==> src/rtl/sio_flag_pkg.sv <==
`timescale 1ns/1ps
package sio_flag_pkg;
  localparam int unsigned SR_W   = 8;
  localparam int unsigned B_TXE  = 7;
  localparam int unsigned B_RXF  = 6;
  localparam int unsigned B_OVR  = 5;
  localparam int unsigned B_FRM  = 4;
  localparam int unsigned B_PAR  = 3;
  localparam int unsigned B_TDN  = 2;
  localparam int unsigned B_MPR  = 1;
  localparam int unsigned B_MPT  = 0;
  localparam int unsigned CLR_LO = B_PAR;
  localparam int unsigned CLR_HI = B_TXE;
  localparam logic [SR_W-1:0] SR_INIT = 8'h84;
endpackage

==> src/rtl/sio_flag_cell.sv <==
`timescale 1ns/1ps
module sio_flag_cell #(
  parameter logic INIT = 1'b0
) (
  input  logic clk,
  input  logic rst,
  input  logic init_i,
  input  logic set_i,
  input  logic clr_i,
  output logic q_o
);
  logic q_q;

  always_ff @(posedge clk) begin
    if (rst || init_i) q_q <= INIT;
    else if (set_i)    q_q <= 1'b1;
    else if (clr_i)    q_q <= 1'b0;
  end

  assign q_o = q_q;

  // a set always survives a simultaneous clear
  a_r10_set_wins: assert property (@(posedge clk) disable iff (rst)
    (set_i && !init_i) |=> q_o);
  // without an event the flag keeps its value
  a_r3_hold_idle: assert property (@(posedge clk) disable iff (rst)
    (!set_i && !clr_i && !init_i) |=> $stable(q_o));
  // standby returns the reset value
  a_r11_init_value: assert property (@(posedge clk) disable iff (rst)
    init_i |=> (q_o == INIT));
endmodule

==> src/rtl/sio_clr_arm.sv <==
`timescale 1ns/1ps
module sio_clr_arm #(
  parameter int unsigned LO = 3,
  parameter int unsigned HI = 7
) (
  input  logic         clk,
  input  logic         rst,
  input  logic         init_i,
  input  logic         rd_i,
  input  logic         wr_i,
  input  logic [HI:LO] flags_i,
  input  logic [HI:LO] wdata_i,
  output logic [HI:LO] clr_o
);
  logic [HI:LO] arm_q;

  always_ff @(posedge clk) begin
    if (rst || init_i) arm_q <= '0;
    else if (rd_i)     arm_q <= flags_i;
    else if (wr_i)     arm_q <= '0;
  end

  assign clr_o = wr_i ? (arm_q & ~wdata_i) : '0;

  // a write without a read in the same cycle leaves nothing armed
  a_r3_write_consumes: assert property (@(posedge clk) disable iff (rst)
    (wr_i && !rd_i) |=> (clr_o == '0));
  // only flags seen as 1 by the read may be cleared afterwards
  a_r3_only_read_ones: assert property (@(posedge clk) disable iff (rst)
    (rd_i && !init_i) |=> ((clr_o & ~$past(flags_i)) == '0));
endmodule

==> src/rtl/sio_evt_decode.sv <==
`timescale 1ns/1ps
module sio_evt_decode (
  input  logic       te_i,
  input  logic       tx_load_i,
  input  logic       tx_last_i,
  input  logic       rx_done_i,
  input  logic       rx_stop_bad_i,
  input  logic       rx_par_bad_i,
  input  logic       dma_tdr_wr_i,
  input  logic       dma_rdr_rd_i,
  input  logic       txe_i,
  input  logic       rxf_i,
  input  logic       frm_i,
  input  logic [7:3] sw_clr_i,
  output logic [7:2] set_o,
  output logic [7:2] clr_o,
  output logic       rx_ok_o
);
  logic rx_new;

  always_comb begin
    rx_new  = rx_done_i && !rxf_i;
    rx_ok_o = rx_new && !rx_stop_bad_i && !rx_par_bad_i;

    set_o[7] = !te_i || tx_load_i;
    set_o[6] = rx_ok_o;
    set_o[5] = rx_done_i && rxf_i;
    set_o[4] = rx_new && rx_stop_bad_i;
    set_o[3] = rx_new && rx_par_bad_i;
    set_o[2] = (tx_last_i && txe_i) || (!te_i && !frm_i);

    clr_o[7] = dma_tdr_wr_i || sw_clr_i[7];
    clr_o[6] = dma_rdr_rd_i || sw_clr_i[6];
    clr_o[5] = sw_clr_i[5];
    clr_o[4] = sw_clr_i[4];
    clr_o[3] = sw_clr_i[3];
    clr_o[2] = dma_tdr_wr_i || sw_clr_i[7];
  end
endmodule

==> src/rtl/sio_flag_reg.sv <==
`timescale 1ns/1ps
module sio_flag_reg
  import sio_flag_pkg::*;
(
  input  logic            clk,
  input  logic            rst,
  input  logic            stby_i,
  input  logic            te_i,
  input  logic            cpu_rd_i,
  input  logic            cpu_wr_i,
  input  logic [SR_W-1:0] cpu_wdata_i,
  input  logic            tx_load_i,
  input  logic            tx_last_i,
  input  logic            rx_done_i,
  input  logic            rx_stop_bad_i,
  input  logic            rx_par_bad_i,
  input  logic            rx_mpb_i,
  input  logic            dma_tdr_wr_i,
  input  logic            dma_rdr_rd_i,
  output logic [SR_W-1:0] stat_o
);
  logic [CLR_HI:CLR_LO] sw_clr;
  logic [7:2]           flag_set, flag_clr, flag_q;
  logic                 rx_ok;
  logic                 mpr_q, mpt_q;
  logic                 unused_wbits;

  assign unused_wbits = ^cpu_wdata_i[B_TDN:B_MPR];

  sio_clr_arm #(.LO(CLR_LO), .HI(CLR_HI)) u_arm (
    .clk     (clk),
    .rst     (rst),
    .init_i  (stby_i),
    .rd_i    (cpu_rd_i),
    .wr_i    (cpu_wr_i),
    .flags_i (stat_o[CLR_HI:CLR_LO]),
    .wdata_i (cpu_wdata_i[CLR_HI:CLR_LO]),
    .clr_o   (sw_clr)
  );

  sio_evt_decode u_dec (
    .te_i          (te_i),
    .tx_load_i     (tx_load_i),
    .tx_last_i     (tx_last_i),
    .rx_done_i     (rx_done_i),
    .rx_stop_bad_i (rx_stop_bad_i),
    .rx_par_bad_i  (rx_par_bad_i),
    .dma_tdr_wr_i  (dma_tdr_wr_i),
    .dma_rdr_rd_i  (dma_rdr_rd_i),
    .txe_i         (flag_q[B_TXE]),
    .rxf_i         (flag_q[B_RXF]),
    .frm_i         (flag_q[B_FRM]),
    .sw_clr_i      (sw_clr),
    .set_o         (flag_set),
    .clr_o         (flag_clr),
    .rx_ok_o       (rx_ok)
  );

  for (genvar i = B_TDN; i <= B_TXE; i++) begin : g_flag
    sio_flag_cell #(.INIT(SR_INIT[i])) u_cell (
      .clk    (clk),
      .rst    (rst),
      .init_i (stby_i),
      .set_i  (flag_set[i]),
      .clr_i  (flag_clr[i]),
      .q_o    (flag_q[i])
    );
  end

  always_ff @(posedge clk) begin
    if (rst || stby_i) mpr_q <= SR_INIT[B_MPR];
    else if (rx_ok)    mpr_q <= rx_mpb_i;
  end

  always_ff @(posedge clk) begin
    if (rst)           mpt_q <= SR_INIT[B_MPT];
    else if (cpu_wr_i) mpt_q <= cpu_wdata_i[B_MPT];
  end

  assign stat_o = {flag_q, mpr_q, mpt_q};

  // transmitter disabled keeps tx empty high
  a_r4_te_low_txe: assert property (@(posedge clk) disable iff (rst)
    !te_i |=> stat_o[B_TXE]);
  // overrun leaves rx full and the captured bit alone
  a_r7_overrun_keeps: assert property (@(posedge clk) disable iff (rst)
    (rx_done_i && stat_o[B_RXF] && !dma_rdr_rd_i && !stby_i)
    |=> (stat_o[B_OVR] && stat_o[B_RXF] && $stable(stat_o[B_MPR])));
  // a clean character sets rx full and captures its bit
  a_r6_rx_capture: assert property (@(posedge clk) disable iff (rst)
    (rx_done_i && !stat_o[B_RXF] && !rx_stop_bad_i && !rx_par_bad_i && !stby_i)
    |=> (stat_o[B_RXF] && stat_o[B_MPR] == $past(rx_mpb_i)));
  // the software bit follows the written data
  a_r9_mpt_write: assert property (@(posedge clk) disable iff (rst)
    cpu_wr_i |=> (stat_o[B_MPT] == $past(cpu_wdata_i[B_MPT])));
endmodule

==> config.mk <==
export PLATFORM = sky130hd
export DESIGN_NAME = sio_flag_reg
export DESIGN_NICKNAME = d
export VERILOG_FILES = /design/src/rtl/sio_flag_pkg.sv /design/src/rtl/sio_flag_cell.sv /design/src/rtl/sio_clr_arm.sv /design/src/rtl/sio_evt_decode.sv /design/src/rtl/sio_flag_reg.sv
export SDC_FILE = /design/constraint.sdc
export NUM_CORES = 1
export LEC_CHECK = 0
export BUFFER_PORTS_ARGS = -buffer_cell sky130_fd_sc_hd__buf_4
export CORE_MARGIN = 5
export CORE_UTILIZATION = 48
export CTS_BUF_LIST = sky130_fd_sc_hd__clkbuf_8 sky130_fd_sc_hd__clkbuf_16
export DETAILED_ROUTE_END_ITERATION = 6
export PLACE_DENSITY_LB_ADDON = 0.08
export SKIP_LAST_GASP = 1
export SYNTH_ARGS = -nofsm -noshare
export SYNTH_HDL_FRONTEND = slang
export SYNTH_HIERARCHICAL = 1
export SYNTH_SLANG_ARGS = --single-unit
==> constraint.sdc <==
create_clock -name clk -period 3 [get_ports clk]
set_input_delay 0.3 -clock clk [delete_from_list [all_inputs] [get_ports clk]]
set_output_delay 0.3 -clock clk [all_outputs]
set_load 0.01 [all_outputs]
* Yosys cells after proc, flatten, opt, wreduce, memory -nomap -nowiden *
Cells that the tools add are included.

operators by class
  multipliers = 0
  bitwise operators = 2
  equal/unequal tests = 0
  $lt $le $gt $ge = 0
  shift-type cells = 0
  add/subtract/negate cells = 0
  mux-type cells = 11
  reductions and logical operators = 25
  div/mod/pow operators = 0

operators with widths
  cell                count
  two-way mux 5 bit   3
  nonzero test 2 bit  5
  logical AND 1 bit   8
  two-way mux 1 bit   8
  bitwise AND 5 bit   1
  logical NOT 1 bit   5
  logical OR 1 bit    5
  NOT 5 bit           1
  OR reduction 2 bit  2

storage, ports and cells
  bits in latches = 0
  memories = 0
  register bits = 13
  word-level logic and storage cells = 47
  memory bits (read-only) = 0
  RAM bits = 0
  bits of input ports = 22
  output and inout bits = 8

* Longest topological paths before layout *
Gate-level depths: netlist of run 1.

  word-level depth = 6
  gate-level depth with buffers = 6

* Modules after synthesis *
Netlist of run 1, hierarchy kept.

modules (own cells, without submodules)
  module                                 cells each  area each (µm²)  instances
  sio_clr_arm                            32          249.0            1
  sio_flag_cell at g_flag[3].u_cell ...  4           45.0             4
  sio_evt_decode                         13          103.8            1
  sio_flag_reg                           8           88.8             1
  sio_flag_cell at g_flag[2].u_cell ...  4           38.8             2

* Worst setup path before layout of run 1 *
No wires, ideal clock.

  kind = input -> register
  start point = input port cpu_wr_i
  end point = register g_flag[6].u_cell.q_q
  buffers on the path = 1
  cell stages on the path = 5
  path slack = 1.855 ns
  setup time = 0.058 ns
  arrival time = 1.087 ns
  data required time = 2.942 ns
  cell sequence = buf_2 -> and3b_1 -> or2_2 -> nor2b_4 -> o21a_1

between the ends
  cells in the longest elaborated chain, start to end = 3

ends and longest elaborated chain
  what                                 line                  text
  start, declared                      sio_flag_reg.sv:10    input logic cpu_wr_i,
  two-way mux 5 bit                    sio_clr_arm.sv:23     assign clr_o = wr_i ? (arm_q & ~wdata_i) : '0;
  named net sw_clr, one bit            sio_flag_reg.sv:22    logic [CLR_HI:CLR_LO] sw_clr;
  logical OR 1 bit                     sio_evt_decode.sv:33  clr_o[6] = dma_rdr_rd_i || sw_clr_i[6];
  named net flag_clr, one bit          sio_flag_reg.sv:23    logic [7:2] flag_set, flag_clr, flag_q;
  nonzero test 2 bit (no source line)  --
  end signal, assigned                 sio_flag_cell.sv:15   if (rst || init_i) q_q <= INIT;
  end signal, assigned                 sio_flag_cell.sv:16   else if (set_i) q_q <= 1'b1;
  end signal, assigned                 sio_flag_cell.sv:17   else if (clr_i) q_q <= 1'b0;
  end, declared                        sio_flag_cell.sv:12   logic q_q;

The timed path passes the listed nets, and every way through them passes these cells.
A chain may end at the register's enable or synchronous reset.

* Final worst setup path of run 1 *
  start point = register g_flag[6].u_cell.q_q
  end point = register mpr_q

between the ends
  cells in the longest elaborated chain, start to end = 4

ends and longest elaborated chain
  what                             line                  text
  logical NOT 1 bit                sio_evt_decode.sv:22  rx_new = rx_done_i && !rxf_i;
  logical AND 1 bit                sio_evt_decode.sv:22
  logical AND 1 bit (2 in series)  sio_evt_decode.sv:23  rx_ok_o = rx_new && !rx_stop_bad_i && !rx_par_bad_i;
  named net rx_ok                  sio_flag_reg.sv:24    logic rx_ok;
  end signal, assigned             sio_flag_reg.sv:71    if (rst || stby_i) mpr_q <= SR_INIT[B_MPR];
  end signal, assigned             sio_flag_reg.sv:72    else if (rx_ok) mpr_q <= rx_mpb_i;
  end, declared                    sio_flag_reg.sv:25    logic mpr_q, mpt_q;

The timed path passes the listed nets, and every way through them passes these cells.

==> flow_summary.toml, run 1 <==
[status]
outcome = "complete, no violations"

[timing]
period_needed_ps = 1140
rsz0062_at_grt = "no"
drv_slew = 0
worstMarginPinSlew_ps = 317
maxSlewHeadroom_pct = 78.8
setup_viol = 0
fin_crit_sh_pct = 38.1
fin_setup_tns_ps = 0
clock.fmax_ghz = 0.876
finClkSkew_ps = 3.09
holdWs_ps = 298
hold_viol = 0

[critical_path]
reg2reg_to = "mpr_q"
critPathLaunchType = "register"
cp.required_ps = 3130
cp_max_fo = 7
r2r_slack_ps = 1860
path_cells = "nor4b_2 > mux2i_1 > nor3_2"
reg2reg_depth = 3
cp-end-kind = "register"
arrival_ps = 1270
critPathKind = "register to register"
cp_slowest_stage_delay_ps = 380
reg2reg_from = "g_flag[6].u_cell/q_o"
crit_slowest_cell = "nor4b_2"

[clock_network]
h-tree-depth = 1
clk_latency_ps = 240
cts_buffers = 3
cts.path.max_buffers = 2
clock-root-buffer = "clkbuf_8"
cts_tree = "done"
clk_pin_slew_ps = 60
cts_setup_buffers = 0
holdBufCountCts = 0
post_cts_resized = 0
clkSinkCount = 13

[synth]
synth.distinct_cells = 20
synthCells = 77
synth-seq-area-share_pct = 37.2
netlist_area_sq_um = 699
syn-num-nets = 99
syn-mean-instance-area_sq_um = 9.08
ys_seq_elements = 13
synth.yosys.warnings = 6

[detailed_routing]
via_count = 574
via_per_inst = 5.04
wirelength_microns = 1420
drcViolationCount = 0
firstDrtPassIters = 4
ant_nets = 0
wl_per_cell_microns = 12.4
dr.first_iter.drc_count = 6

[placed_design]
dpl.hpwl_microns = 1080
placed_area_sq_um = 852
portBuffers = 27
dpl.cell_count = 110
gp_congestion = 0.681

[final_layout]
areaGrowthSynthToFinish_pct = 28.3
antenna_cells = 0
final_cell_mix = "buf_4 (27), dfxtp_1 (13), nor2_1 (9), nand2_1 (9)"
final_nets = 122
final_cells = 114
mostFrequentLayoutCell = "buf_4"
utilization_pct = 67.3
final_layout_size_suffix_gt1_share_pct = 41.4
fin_area_sq_um = 897

[pwr]
ir_drop_mv = 0.439
leakagePower_nw = 0.399
power.density_nw_per_um2 = 423

[floorplan]
fp.dieArea_sq_um = 2320
start_util_pct = 52.4
die_h_microns = 48.2
die_w_microns = 48.2
ios = 30
fp.coreArea_sq_um = 1330
row_count = 13

[global_routing]
grt_max_degree = 12
grtUsageTotal_pct = 14.2
overflow = 0
grt_pass1_wl_microns = 2150
grt_pass1_vias = 529
antenna_found_initial = 0

[worst_hold_path]
hold_path.startpoint = "cpu_wdata_i[0]"
hold_class = "primary input to register"
min_path_cells = 3
hold_end = "mpt_q"

[flow_run]
cap_violations = 0
## where the power goes
group	internal (mW)	switching [mW]
sequential	0.176	0.00254
combinational	0.0289	0.0205
clock	0.0902	0.0610
total	0.296	0.0840
## logic make-up after synthesis
| group | count (synthesis) | synth area share (%) |
|---|---|---|
| AND/OR/NAND/NOR | 39 | 38.5 |
| multiplexers | 2 | 2.86 |
| AO/OA/AOI/OAI | 12 | 10.6 |
| flip-flops | 13 | 37.2 |
| buffers and inverters | 11 | 10.9 |
## layout make-up
cell class,instances,area [sq um]
Tap cell,15,18.8
Fill cell,123,437
Timing Repair Buffer,27,203
Clock inverter,1,3.75
Clock buffer,3,41.3
Multi-Input combinational cell,53,363
Sequential cell,13,260
Inverter,2,7.51
## sequential cells by signal (all words and copies together) (netlist names)
signal / cells
g_flag.u_cell/q_o: 6
u_arm/arm_q: 5
mpt_q: 1
mpr_q: 1
## synthesized netlist by cell type
library cell / number / area share [%]
dfxtp_1: 13 / 37
nand2_1: 9 / 4.8
nor2_1: 9 / 4.8
buf_4: 7 / 7.5
a21oi_1: 5 / 3.6
or3b_1: 5 / 6.3
nor2b_4: 4 / 7.9
o21a_1: 4 / 4.3
and3b_1: 3 / 3.8
nor3_2: 3 / 4.3
or2_2: 3 / 2.7
inv_1: 2 / 1.1
mux2i_1: 2 / 2.9
o21ai_1: 2 / 1.4
and2_1: 1 / 0.90
buf_2: 1 / 0.71
buf_6: 1 / 1.6
nand2b_1: 1 / 0.90
nor4b_2: 1 / 2.1
o2bb2ai_1: 1 / 1.3
## through the flow
step / power, mW / setup WS (ps)
floorplan: 0.206 / 1860
global route: 0.398 / 1790
detailed placement: 0.232 / 1810
CTS: 0.385 / 1850
finish: 0.380 / 1860
global placement: 0.231 / 1820
## routing by layer
metal  routed length, microns  global-route usage (%)  part of all wire (%)
met1                      528                    15.0                    37
met2                      761                    25.3                    54
met3                      121                    6.64                   8.5
met4                        8                    3.23                  0.56
met5                        0                       0                     0
## how the worst max path moves through the flow
stage / startpoint / to / slack [ps] / cells past startpoint
detailed placement: cpu_wr_i / g_flag[6].u_cell/q_o / 1810 / 5
CTS: g_flag[6].u_cell/q_o / mpr_q / 1850 / 3
global route: g_flag[6].u_cell/q_o / mpr_q / 1790 / 3
finish: g_flag[6].u_cell/q_o / mpr_q / 1860 / 3
global placement: cpu_wr_i / g_flag[6].u_cell/q_o / 1820 / 5
floorplan: cpu_wr_i / g_flag[6].u_cell/q_o / 1860 / 5
## critical path, delay by kind of cell, from the launching register on
kind | cells | cell delay (ps)
mux | 1 | 250
simple gates | 2 | 430
flops | 1 | 350
No activity file was read; power rests on OpenSTA's default activity.
==> run 2, diff against run 1 <==
--- a/config.mk
+++ b/config.mk
@@ -7,7 +7,7 @@
 export LEC_CHECK = 0
 export BUFFER_PORTS_ARGS = -buffer_cell sky130_fd_sc_hd__buf_4
 export CORE_MARGIN = 5
-export CORE_UTILIZATION = 48
+export CORE_UTILIZATION = 45
 export CTS_BUF_LIST = sky130_fd_sc_hd__clkbuf_8 sky130_fd_sc_hd__clkbuf_16
 export DETAILED_ROUTE_END_ITERATION = 6
 export PLACE_DENSITY_LB_ADDON = 0.08
==> constraint.sdc (replaced) <==
create_clock -name clk -period 1.1 [get_ports clk]
set_input_delay 0.11 -clock clk [delete_from_list [all_inputs] [get_ports clk]]
set_output_delay 0.11 -clock clk [all_outputs]
set_load 0.01 [all_outputs]
==> flow_summary.toml, run 2 (synthesis results as in run 1) <==
[pwr]
ir_drop_mv = 0.718
leakagePower_nw = 0.409
power.density_nw_per_um2 = 1140

[timing]
clock.fmax_ghz = 0.954
period_needed_ps = 1050
maxSlewHeadroom_pct = 83.1
fin_crit_sh_pct = 95.3
rsz0062_at_grt = "no"
hold_viol = 0
fin_setup_tns_ps = 0
setup_viol = 0
drv_slew = 0
finalWorstSetupSlack_ps = 51.4
finClkSkew_ps = 1.75
holdWs_ps = 109
worstMarginPinSlew_ps = 253

[final_layout]
final_cell_mix = "buf_4 (28), dfxtp_1 (13), nor2_1 (9), nand2_1 (9)"
final_nets = 123
fill_cells = 139
mostFrequentLayoutCell = "buf_4"
final_layout_size_suffix_gt1_share_pct = 42.0
utilization_pct = 61.4
areaGrowthSynthToFinish_pct = 30.8
largest_reg_flops = 6
antenna_cells = 0

[clock_network]
holdBufCountCts = 0
h-tree-depth = 1
cts_tree = "done"
cts_buffers = 3
clkSinkCount = 13
clock-root-buffer = "clkbuf_8"
cts.path.max_buffers = 2
clk_latency_ps = 240
clk_pin_slew_ps = 60

[critical_path]
reg2reg_from = "u_arm/arm_q[6]"
critPathKind = "register to register"
path_cells = "and3b_1 > or2_2 > nor2b_4 > o21a_1"
arrival_ps = 1230
cp.required_ps = 1280
cp_slowest_stage_delay_ps = 320
cp_max_fo = 2
r2r_slack_ps = 50
reg2reg_depth = 4
crit_slowest_cell = "or2_2"
reg2reg_to = "g_flag[6].u_cell/q_o"
critical_path.startpoint = "u_arm/arm_q[6]"
cp-end-kind = "register"
critPathLaunchType = "register"

[global_routing]
grtUsageTotal_pct = 12.0
grt_pass1_wl_microns = 2300
use_met1_pct = 12.9
grtUsageMet3_pct = 2.45
antenna_found_initial = 0
overflow = 0
grt_busiest_layer = "met2"
grt_max_degree = 12
use_met2_pct = 21.5
grt_pass1_vias = 588

[detailed_routing]
via_count = 571
drcViolationCount = 0
dr.first_iter.drc_count = 1
wl_per_cell_microns = 11.8
via_per_inst = 4.92
ant_nets = 0
wirelength_microns = 1370
firstDrtPassIters = 3

[placed_design]
dp_slack_ps = 48.2
portBuffers = 27
dpl.hpwl_microns = 1080
gp_congestion = 0.718

[worst_hold_path]
min_path_cells = 3
hold_end = "mpt_q"
hold_class = "primary input to register"
hold_path.startpoint = "cpu_wdata_i[0]"

[floorplan]
ios = 30
fp.dieArea_sq_um = 2440
fp.coreArea_sq_um = 1490
die_h_microns = 49.4
die_w_microns = 49.4
row_count = 14
start_util_pct = 47.0

[status]
outcome = "complete, no violations"

[flow_run]
cap_violations = 0
[run 2: cell types whose count changed in the layout (fill, tap and decap cells not counted), sizes merged]
cell,previous run,this run
buf,27,28
[run 2: layer usage]
metal | share of wire [%] | vias to the layer above
met5 | 0 | -
met4 | 1.4 | 0
met1 | 45 | 255
met2 | 49 | 17
li1 | - | 297
met3 | 4.4 | 2
[run 2: power breakdown]
part	leakage [nW]	switching (mW)	total [mW]	internal (mW)
clock	0.0269	0.166	0.412	0.246
combinational	0.276	0.0572	0.139	0.0818
sequential	0.106	0.00662	0.488	0.481
total	0.409	0.229	1.04	0.809
[run 2: layout make-up]
class	count	area, sq um	area share [%]
Clock buffer	3	41.3	4.51
Timing Repair Buffer	28	210	23.0
Tap cell	16	20.0	2.19
Multi-Input combinational cell	53	372	40.6
Inverter	2	7.51	0.821
Clock inverter	1	3.75	0.410
Sequential cell	13	260	28.5
[run 2: worst max path at each step]
stage,endpoint,slack (ps),depth (start not counted)
after floorplan,mpr_q,50,3
after global placement,mpr_q,80,3
after detailed placement,mpr_q,50,3
after CTS,g_flag[6].u_cell/q_o,40,4
after global routing,g_flag[6].u_cell/q_o,10,4
final,g_flag[6].u_cell/q_o,50,4
[run 2: timing repair]
action | CTS | global route
hold endpoints to repair | 0 | 0
buffers inserted | 0 | 0
resized for setup | 0 | 1
setup endpoints to repair | 0 | 1
[run 2: metrics by stage]
| stage | std cells | total power [mW] | instance area (sq um) |
|---|---|---|---|
| floorplan | 77 | 0.562 | 699 |
| CTS | 116 | 1.05 | 906 |
| global route | 116 | 1.09 | 915 |
| finish | 116 | 1.04 | 915 |
| global placement | 112 | 0.633 | 861 |
| detailed placement | 112 | 0.635 | 861 |
[run 2: worst max-delay path, delay by kind of cell (launching register included)]
kind | cells | cell delay (ps)
AO/OA/AOI/OAI | 1 | 100
AND/OR/NAND/NOR | 3 | 600
flip-flops | 1 | 300
==> run 3, diff against run 2 <==
--- a/config.mk
+++ b/config.mk
@@ -6,11 +6,13 @@
 export NUM_CORES = 1
 export LEC_CHECK = 0
 export BUFFER_PORTS_ARGS = -buffer_cell sky130_fd_sc_hd__buf_4
+export CAP_MARGIN = 5
 export CORE_MARGIN = 5
 export CORE_UTILIZATION = 45
 export CTS_BUF_LIST = sky130_fd_sc_hd__clkbuf_8 sky130_fd_sc_hd__clkbuf_16
 export DETAILED_ROUTE_END_ITERATION = 6
-export PLACE_DENSITY_LB_ADDON = 0.08
+export MAX_ROUTING_LAYER = met4
+export PLACE_DENSITY_LB_ADDON = 0.25
 export SKIP_LAST_GASP = 1
 export SYNTH_ARGS = -nofsm -noshare
 export SYNTH_HDL_FRONTEND = slang
==> flow_summary.toml, run 3 (synthesis results as in run 1) <==
[timing]
hold_viol = 0
clock.fmax_ghz = 0.966
worstMarginPinSlew_ps = 247
rsz0062_at_grt = "no"
finClkSkew_ps = 2.39
period_needed_ps = 1030
drv_slew = 0
maxSlewHeadroom_pct = 83.5
setup_viol = 0
finalWorstSetupSlack_ps = 65.3
fin_setup_tns_ps = 0
fin_crit_sh_pct = 94.1

[floorplan]
fp.dieArea_sq_um = 2440
die_h_microns = 49.4
fp.coreArea_sq_um = 1490
row_count = 14
start_util_pct = 47.0
ios = 30
die_w_microns = 49.4

[clock_network]
clkSinkCount = 13
clk_latency_ps = 240
clk_pin_slew_ps = 50
clock-root-buffer = "clkbuf_8"
cts_buffers = 3
cts_tree = "done"
h-tree-depth = 1
cts.path.max_buffers = 2
cts_setup_buffers = 0

[detailed_routing]
dr.first_iter.drc_count = 1
firstDrtPassIters = 2
wirelength_microns = 1380
drcViolationCount = 0
via_per_inst = 5.06
via_count = 587
ant_nets = 0
wl_per_cell_microns = 11.9

[critical_path]
crit_family = "simple AND/OR/NAND/NOR gates"
r2r_slack_ps = 70
cp_max_fo = 2
arrival_ps = 1220
crit_slowest_cell = "or2_2"
cp_slowest_stage_delay_ps = 310
critPathKind = "register to register"
reg2reg_from = "u_arm/arm_q[6]"
cp.required_ps = 1290
reg2reg_depth = 4
cp_num_buf_inv = 0
critical_path_depth = 4
reg2reg_to = "g_flag[6].u_cell/q_o"
path_cells = "and3b_1 > or2_2 > nor2b_4 > o21a_1"
cp-end-kind = "register"
critPathLaunchType = "register"

[placed_design]
portBuffers = 27
placed_area_sq_um = 861
dpl.hpwl_microns = 1080
dpl.cell_count = 112
gp_congestion = 0.692
dp_slack_ps = 50.3

[final_layout]
antenna_cells = 0
fin_area_sq_um = 915
largest_reg_flops = 6
final_cells = 116
final_cell_mix = "buf_4 (28), dfxtp_1 (13), nor2_1 (9), nand2_1 (9)"
areaGrowthSynthToFinish_pct = 30.8
final_nets = 123
mostFrequentLayoutCell = "buf_4"
final_layout_size_suffix_gt1_share_pct = 42.0

[pwr]
leakagePower_nw = 0.409
ir_drop_mv = 0.774
power.density_nw_per_um2 = 1130
finalPower_mw = 1.03

[global_routing]
antenna_found_initial = 0
grt_pass1_vias = 569
grtUsageMet3_pct = 4.59
use_met1_pct = 14.7
overflow = 0
grt_max_degree = 12
use_met2_pct = 20.0
grtUsageTotal_pct = 12.6
grt_pass1_wl_microns = 2380
grt_busiest_layer = "met2"

[flow_run]
cap_violations = 0

[worst_hold_path]
hold_path.startpoint = "cpu_wdata_i[0]"
min_path_cells = 3
hold_end = "mpt_q"
hold_class = "primary input to register"

[status]
outcome = "complete, no violations"
==> run 3: cell counts in the layout (fill, tap and decap cells not counted) <==
Identical to the previous run, type by type.
==> run 3: final cells by class <==
type | count | area (sq um)
fillers | 136 | 574
multi-input cells | 53 | 372
flip-flops and latches | 13 | 260
repair buffers | 28 | 210
clock buffers | 3 | 41.3
well taps | 16 | 20.0
inverters | 2 | 7.51
clock inverters | 1 | 3.75
==> run 3: tightest hold or removal path, cell delays in order <==
cell and delay (ps):
buf_4 70, mux2i_1 50, nor2_1 70
==> run 3: worst max-delay path by stage <==
stage                                 endpoint                  from  slack (ps)
after floorplan                          mpr_q  g_flag[6].u_cell/q_o          50
after global placement                   mpr_q  g_flag[6].u_cell/q_o          80
after detailed placement                 mpr_q  g_flag[6].u_cell/q_o          50
after CTS                                mpr_q  g_flag[6].u_cell/q_o          40
after global routing      g_flag[6].u_cell/q_o        u_arm/arm_q[6]         0.3
final                     g_flag[6].u_cell/q_o        u_arm/arm_q[6]          70
==> run 3: stage by stage <==
stage	hold WS, ps	util [%]
after floorplan	179	-
after global placement	353	57.8
after detailed placement	350	57.8
after CTS	102	60.8
after global routing	125	61.4
final	105	61.4
==> run 3: per-layer routing <==
| metal | share of wire, % | up-vias | wire length [microns] |
|---|---|---|---|
| met5 | 0 | - | 0 |
| met4 | 0.29 | 0 | 4 |
| met3 | 6.7 | 2 | 92 |
| met2 | 49 | 16 | 671 |
| met1 | 44 | 274 | 613 |
| li1 | - | 295 | - |
==> run 3: timing repair <==
action                                  CTS  global route
hold buffers                              0             0
resized for setup                         0             1
endpoints found under the setup margin    0             1
==> run 3: where the power goes <==
part / switching [mW] / internal [mW] / total (mW) / leakage (nW)
registers: 0.00635 / 0.481 / 0.488 / 0.106
logic: 0.0578 / 0.0818 / 0.140 / 0.276
clock network: 0.160 / 0.246 / 0.405 / 0.0269
